<file path="src/rtl/dll_ctrl_pkg.sv">
package dll_ctrl_pkg;

   // offset source variants
   localparam int OFS_STATIC = 0;
   localparam int OFS_ADD    = 1;
   localparam int OFS_SUB    = 2;
   localparam int OFS_CTRL   = 3;

   // frequency mode codes
   localparam logic [1:0] MODE_WIDE = 2'd0;
   localparam logic [1:0] MODE_FINE = 2'd1;

   // largest legal setting for a mode
   function automatic int lim_of(logic [1:0] mode, int wide_w, int narrow_w);
      return (mode == MODE_WIDE) ? (1 << wide_w) - 1 : (1 << narrow_w) - 1;
   endfunction

endpackage

</file>
<file path="src/rtl/dll_step_counter.sv">
module dll_step_counter
   import dll_ctrl_pkg::*;
#(
   parameter int WIDE_W   = 6,
   parameter int NARROW_W = 5
) (
   input  logic              clk,
   input  logic              rst_n,
   input  logic [1:0]        mode,
   input  logic              hold,
   input  logic              step_en,
   input  logic              step_up,
   output logic [WIDE_W-1:0] cnt_q
);

   logic [WIDE_W-1:0] lim;
   logic [WIDE_W-1:0] nxt;

   assign lim = WIDE_W'(lim_of(mode, WIDE_W, NARROW_W));

   always_comb begin
      nxt = cnt_q;
      if (!hold && step_en) begin
         if (step_up) nxt = (cnt_q >= lim) ? lim : cnt_q + 1'b1;
         else         nxt = (cnt_q == '0) ? '0 : cnt_q - 1'b1;
      end
      // leftover value from a wider mode is pulled down to the limit
      if (nxt > lim) nxt = lim;
   end

   always_ff @(posedge clk or negedge rst_n) begin
      if (!rst_n) cnt_q <= '0;
      else        cnt_q <= nxt;
   end

endmodule

</file>
<file path="src/rtl/dll_offset_comb.sv">
module dll_offset_comb
   import dll_ctrl_pkg::*;
#(
   parameter int WIDE_W     = 6,
   parameter int NARROW_W   = 5,
   parameter int OFS_KIND   = OFS_CTRL,
   parameter int STATIC_OFS = 0
) (
   input  logic [1:0]        mode,
   input  logic [WIDE_W-1:0] cnt,
   input  logic [WIDE_W:0]   ofs_in,
   input  logic              ofs_add,
   output logic [WIDE_W-1:0] comb
);

   localparam int SW = WIDE_W + 3;
   localparam logic [WIDE_W:0] STATIC_RAW = (WIDE_W+1)'(STATIC_OFS);

   logic [WIDE_W:0]   raw;
   logic              add_sel;
   logic [WIDE_W-1:0] lim;
   logic signed [SW-1:0] eff, base, limx, sum;

   generate
      if (OFS_KIND == OFS_STATIC) begin : g_static
         assign raw     = STATIC_RAW;
         assign add_sel = 1'b1;
      end else if (OFS_KIND == OFS_ADD) begin : g_add
         assign raw     = ofs_in;
         assign add_sel = 1'b1;
      end else if (OFS_KIND == OFS_SUB) begin : g_sub
         assign raw     = ofs_in;
         assign add_sel = 1'b0;
      end else begin : g_ctrl
         assign raw     = ofs_in;
         assign add_sel = ofs_add;
      end
   endgenerate

   assign lim  = WIDE_W'(lim_of(mode, WIDE_W, NARROW_W));
   // narrow modes read one bit less of the offset, with its own sign bit
   assign eff  = (mode == MODE_WIDE) ? {{(SW-WIDE_W-1){raw[WIDE_W]}}, raw}
                                     : {{(SW-NARROW_W-1){raw[NARROW_W]}}, raw[NARROW_W:0]};
   assign base = {{(SW-WIDE_W){1'b0}}, cnt};
   assign limx = {{(SW-WIDE_W){1'b0}}, lim};
   assign sum  = add_sel ? base + eff : base - eff;

   always_comb begin
      if (sum[SW-1])       comb = '0;
      else if (sum > limx) comb = lim;
      else                 comb = sum[WIDE_W-1:0];
   end

endmodule

</file>
<file path="src/rtl/dll_update_gen.sv">
module dll_update_gen
   import dll_ctrl_pkg::*;
#(
   parameter int WIDE_W     = 6,
   parameter int UPD_PERIOD = 8,
   parameter int N_STROBE   = 2
) (
   input  logic                       clk,
   input  logic                       rst_n,
   input  logic                       hold,
   input  logic [1:0]                 mode,
   input  logic [WIDE_W-1:0]          comb,
   input  logic [2*N_STROBE-1:0]      phase_sel,
   output logic                       upd_q,
   output logic [WIDE_W-1:0]          set_q,
   output logic [N_STROBE*WIDE_W-1:0] str_q
);

   localparam int DIV_W = $clog2(UPD_PERIOD);
   localparam int PW    = WIDE_W + 3;

   logic [DIV_W-1:0] div_q;
   logic             fire;

   assign fire = !hold && (div_q == DIV_W'(UPD_PERIOD - 1));

   always_ff @(posedge clk or negedge rst_n) begin
      if (!rst_n) begin
         div_q <= '0;
         upd_q <= 1'b0;
         set_q <= '0;
      end else begin
         upd_q <= fire;
         if (!hold) div_q <= fire ? '0 : div_q + 1'b1;
         if (fire)  set_q <= comb;
      end
   end

   for (genvar s = 0; s < N_STROBE; s++) begin : g_str
      logic [1:0]        code;
      logic [PW-1:0]     prod;
      logic [PW-1:0]     quo;
      logic [WIDE_W-1:0] sq;

      assign code = phase_sel[2*s +: 2];
      assign prod = PW'(comb) * PW'({1'b0, code} + 3'd1);
      assign quo  = (mode == MODE_FINE) ? (prod >> 4) : prod / PW'(12);

      always_ff @(posedge clk or negedge rst_n) begin
         if (!rst_n)    sq <= '0;
         else if (fire) sq <= WIDE_W'(quo);
      end

      assign str_q[s*WIDE_W +: WIDE_W] = sq;
   end

endmodule

</file>
<file path="src/rtl/dll_ready_timer.sv">
module dll_ready_timer #(
   parameter int LOCK_CYCLES    = 256,
   parameter int RESTART_CYCLES = 16
) (
   input  logic clk,
   input  logic rst_n,
   input  logic stop,
   output logic ready_q
);

   localparam int CW = $clog2(LOCK_CYCLES + 1);

   logic [CW-1:0] wait_q;
   logic [CW-1:0] target;
   logic          warm_q;

   assign target = warm_q ? CW'(RESTART_CYCLES - 1) : CW'(LOCK_CYCLES - 1);

   always_ff @(posedge clk or negedge rst_n) begin
      if (!rst_n) begin
         wait_q  <= '0;
         ready_q <= 1'b0;
         warm_q  <= 1'b0;
      end else if (stop) begin
         wait_q  <= '0;
         ready_q <= 1'b0;
      end else if (!ready_q) begin
         if (wait_q == target) begin
            ready_q <= 1'b1;
            warm_q  <= 1'b1;
            wait_q  <= '0;
         end else begin
            wait_q  <= wait_q + 1'b1;
         end
      end
   end

endmodule

</file>
<file path="src/rtl/dll_setting_ctrl.sv">
module dll_setting_ctrl
   import dll_ctrl_pkg::*;
#(
   parameter int WIDE_W         = 6,
   parameter int NARROW_W       = 5,
   parameter int UPD_PERIOD     = 8,
   parameter int LOCK_CYCLES    = 256,
   parameter int RESTART_CYCLES = 16,
   parameter int N_STROBE       = 2,
   parameter int OFS_KIND       = OFS_CTRL,
   parameter int STATIC_OFS     = 0
) (
   input  logic                       clk,
   input  logic                       rst_n,
   input  logic [1:0]                 freq_mode,
   input  logic                       clk_stop,
   input  logic                       step_en,
   input  logic                       step_up,
   input  logic [WIDE_W:0]            ofs_in,
   input  logic                       ofs_add,
   input  logic [2*N_STROBE-1:0]      phase_sel,
   output logic                       upd_pulse,
   output logic [WIDE_W-1:0]          dly_setting,
   output logic [N_STROBE*WIDE_W-1:0] strobe_setting,
   output logic                       ready
);

   if (NARROW_W >= WIDE_W || NARROW_W < 2) begin : g_bad_width
      $error("narrow width must be below wide width and at least 2");
   end
   if (OFS_KIND < OFS_STATIC || OFS_KIND > OFS_CTRL) begin : g_bad_kind
      $error("unknown offset variant");
   end
   if (STATIC_OFS < -(1 << WIDE_W) || STATIC_OFS >= (1 << WIDE_W)) begin : g_bad_ofs
      $error("static offset outside the two's-complement range");
   end
   if (UPD_PERIOD < 2) begin : g_bad_period
      $error("update period must be at least 2");
   end
   if (RESTART_CYCLES < 1 || RESTART_CYCLES > LOCK_CYCLES) begin : g_bad_wait
      $error("restart wait must lie in 1..lock wait");
   end
   if (N_STROBE < 1) begin : g_bad_str
      $error("at least one strobe is needed");
   end

   logic [WIDE_W-1:0] cnt_q;
   logic [WIDE_W-1:0] comb;

   dll_step_counter #(.WIDE_W(WIDE_W), .NARROW_W(NARROW_W)) u_cnt (
      .clk(clk), .rst_n(rst_n), .mode(freq_mode), .hold(clk_stop),
      .step_en(step_en), .step_up(step_up), .cnt_q(cnt_q)
   );

   dll_offset_comb #(
      .WIDE_W(WIDE_W), .NARROW_W(NARROW_W),
      .OFS_KIND(OFS_KIND), .STATIC_OFS(STATIC_OFS)
   ) u_ofs (
      .mode(freq_mode), .cnt(cnt_q), .ofs_in(ofs_in),
      .ofs_add(ofs_add), .comb(comb)
   );

   dll_update_gen #(.WIDE_W(WIDE_W), .UPD_PERIOD(UPD_PERIOD), .N_STROBE(N_STROBE)) u_upd (
      .clk(clk), .rst_n(rst_n), .hold(clk_stop), .mode(freq_mode),
      .comb(comb), .phase_sel(phase_sel), .upd_q(upd_pulse),
      .set_q(dly_setting), .str_q(strobe_setting)
   );

   dll_ready_timer #(.LOCK_CYCLES(LOCK_CYCLES), .RESTART_CYCLES(RESTART_CYCLES)) u_rdy (
      .clk(clk), .rst_n(rst_n), .stop(clk_stop), .ready_q(ready)
   );

endmodule

</file>
<file path="config.mk">
export PLATFORM = sky130hd
export DESIGN_NAME = dll_setting_ctrl
export DESIGN_NICKNAME = d
export VERILOG_FILES = /design/src/rtl/dll_ctrl_pkg.sv /design/src/rtl/dll_step_counter.sv /design/src/rtl/dll_offset_comb.sv /design/src/rtl/dll_update_gen.sv /design/src/rtl/dll_ready_timer.sv /design/src/rtl/dll_setting_ctrl.sv
export SDC_FILE = /design/constraint.sdc
export NUM_CORES = 1
export LEC_CHECK = 0
export BUFFER_PORTS_ARGS = -buffer_cell sky130_fd_sc_hd__buf_4
export CAP_MARGIN = 25
export CORE_ASPECT_RATIO = 1.5
export CORE_UTILIZATION = 26
export CTS_BUF_LIST = sky130_fd_sc_hd__clkbuf_16
export CTS_CLUSTER_DIAMETER = 80
export DETAILED_ROUTE_END_ITERATION = 12
export HOLD_SLACK_MARGIN = 0.06
export PLACE_DENSITY_LB_ADDON = 0.25
export SLEW_MARGIN = 40
export SYNTH_ARGS = -nofsm -noshare
export SYNTH_HDL_FRONTEND = slang
export SYNTH_SLANG_ARGS = --single-unit
</file>
<file path="constraint.sdc">
create_clock -name clk -period 15.8 [get_ports clk]
set_input_delay 1.58 -clock clk [delete_from_list [all_inputs] [get_ports clk]]
set_output_delay 1.58 -clock clk [all_outputs]
set_load 0.02 [all_outputs]
</file>
==> impl_metrics.ini <==
[routing]
ant_nets = 0
vias = 4027
post_drt_wl_per_cell_um = 14.78
drc = 0
drtPass1Iterations = 5
via_per_inst = 5.237
first_iter_violations = 165
wl_mm = 11.36

[finish]
register_area_um2 = 975.9
area_growth_pct = 14.40
final_common_cell = nand2_1
final_cell_mix = nand2_1 (57), nor2_1 (49), o21ai_0 (42)
utilization = 0.3045
n_antenna_cell = 0
drive_gt1_frac = 0.1279
fill_cells = 1779
multi_input_area_um2 = 3153
fin_area_um2 = 4951
nets = 627

[synth]
synth_ff_type = dfrtp_1
synth_nets = 608
avgSynthCellArea_um2 = 7.956
synth-edff-count = 0
syn_area_um2 = 4328
ys_seq_elements = 39
async_reset_ff_frac = 1.000
ys.warnings.count = 0
synthCells = 544
synth_cell_types = 77
synth-seq-area-share = 0.2255

[min_path]
worstHoldStart = u_upd.g_str[1].sq[4]$_DFFE_PN0P_
min_delay_worst_endpoint = u_upd.g_str[1].sq[4]$_DFFE_PN0P_
hold_depth = 2
min_path_type = reg -> reg

[power]
power_mw = 0.8691
clkPwrFrac = 0.132
powerDensity_nw_per_um2 = 175.5
power_switching_mw = 0.4292
ir_drop_mv = 0.09061
pwr-share-seq = 0.182
p_int_mw = 0.4399
power_frac_comb = 0.686
leakage_nw = 2.161
swShare = 0.4939

[clock_network]
htreeDepth = 2
cts_max_path_buffers = 2
clk_pin_slew_ps = 60
numCtsBuffers = 5
cts_tree = yes
cts-resized-gates = 0
insertion_delay_ps = 290
clock-sinks = 39
cts_setup_buffers = 0
root_buffer = clkbuf_16
hold_buffers = 0

[timing]
tightestPinTransition_ps = 786.6
finClkSkew_ps = 5.380
period_share = 0.4905
period_needed_ps = 7751
slew_headroom = 0.4756
fmax_ghz = 0.1290
tns_ps = 0
finalSetupViolCount = 0
drv_slew = 0
grt_setup_unrepaired = false
hold_viol = 0

[worst_setup_path]
timing.rr.start = u_cnt.cnt_q[0]$_DFF_PN0_
cp_max_fo = 12
setup.worst_path.start = ofs_in[0]
cp_slowest_cell = a21oi_1
worst_path_largest_cell_delay_ps = 650
timing_worst_setup_path_type = in -> reg
cp_common_cell = ha_1
cp.required_ps = 16000
r2r_slack_ps = 9340
worstReg2RegEnd = u_upd.g_str[1].sq[0]$_DFFE_PN0P_
crit_path_end_kind = register
r2r_cells = 22
start_kind = primary input
arrival_ps = 7950

[floorplanning]
coreArea_um2 = 16260
dieArea_um2 = 17180
rows = 57
initial_core_util = 0.2662
die_x_um = 107.3
die_y_um = 160.0
pin_count = 39

[grt]
grt_max_degree = 40
grt_overflow = 0
grt_pass1_vias = 4051
track_usage = 0.1396
grt_pass1_wl_mm = 19.27
antenna_found_initial = 0

[status]
status = complete, no violations

[placement]
port_buffers = 38
hpwlAfterDp_mm = 8.869
placed_cell_area_um2 = 4773
place_congestion = 0.8338

[job]
cap_violations = 0
[worst max-delay path by stage]
stage	end	slack, ps	depth (start not counted)
2_1_floorplan	u_upd.g_str[0].sq[0]$_DFFE_PN0P_	8410	27
3_3_place_gp	u_upd.g_str[1].sq[0]$_DFFE_PN0P_	7890	28
3_5_place_dp	u_upd.g_str[0].sq[0]$_DFFE_PN0P_	7710	28
4_1_cts	u_upd.g_str[0].sq[0]$_DFFE_PN0P_	8030	28
5_1_grt	u_upd.g_str[1].sq[0]$_DFFE_PN0P_	7590	28
6_report	u_upd.g_str[1].sq[0]$_DFFE_PN0P_	8050	28
[metrics by stage]
| stage | hold WS [ps] | instances | setup WS, ps |
|---|---|---|---|
| after floorplan | 457.5 | 544 | 8410 |
| after global placement | 476.3 | 762 | 7892 |
| after detailed placement | 483.9 | 762 | 7713 |
| after CTS | 498.8 | 769 | 8029 |
| after global routing | 526.2 | 769 | 7592 |
| final | 490.4 | 769 | 8049 |
[sequential cells by signal, indices dropped and copies added (netlist names)]
name	cells
u_upd.upd_q	1
u_upd.set_q	6
u_upd.div_q	3
u_rdy.ready_q	1
u_rdy.warm_q	1
u_rdy.wait_q	9
u_cnt.cnt_q	6
u_upd.g_str.sq	12
[synth_stat cells, types with 6 or more instances]
cell / instances / area share
a21o_1: 6 / 0.010
a21oi_1: 31 / 0.036
a31oi_1: 6 / 0.0087
and2_1: 11 / 0.016
and3_1: 9 / 0.013
buf_2: 6 / 0.0069
clkbuf_1: 19 / 0.016
dfrtp_1: 39 / 0.23
fa_1: 11 / 0.051
ha_1: 34 / 0.098
inv_1: 30 / 0.026
nand2_1: 57 / 0.049
nand2b_1: 19 / 0.027
nand3_1: 14 / 0.016
nand4_1: 7 / 0.010
nor2_1: 49 / 0.042
nor3_1: 17 / 0.020
o211ai_1: 7 / 0.012
o21ai_0: 42 / 0.049
o22ai_1: 7 / 0.010
xnor2_1: 12 / 0.024
xor2_1: 10 / 0.020
[power by group through the flow]
stage                     Combinational [mW]  Sequential (mW)  Clock [mW]
after floorplan                        0.437            0.171           0
after global placement                 0.579            0.159           0
after detailed placement               0.593            0.160           0
after CTS                              0.596            0.159       0.119
after global routing                   0.661            0.163       0.122
final                                  0.597            0.158       0.114
[cell type report]
type | instances | share of cell area
tap | 206 | 0.05206
clock inverter | 2 | 0.007581
timing repair buffer | 38 | 0.05762
inverter | 31 | 0.02350
multi-input combinational | 448 | 0.6368
sequential | 39 | 0.1971
clock buffer | 5 | 0.02527
[layer usage]
metal  track usage  vias up  part of all wire
met1        0.1512     1951              0.41
met5             0        -                 0
met3       0.01959       14             0.025
met4       0.05293        0             0.026
met2        0.2669       76              0.54
li1              -     1986                 -
[kinds of logic after synthesis]
family,Yosys count,synth area share
AOI/OAI and AO/OA,154,0.2431
adders and majority gates,48,0.1561
buffers and inverters,57,0.05117
xor gates and xnor gates,23,0.04828
and+or+nand+nor,212,0.2469
DFF,39,0.2255
muxes,11,0.02891
[critical path, delay by kind of cell]
family,cells,cell delay [ps]
AOI/OAI and AO/OA,11,2430
xor gates and xnor gates,1,120
adders and majority gates,6,1960
buffers and inverters,2,140
muxes,1,270
and+or+nand+nor,7,1460
(Power assumes the default switching activity.)
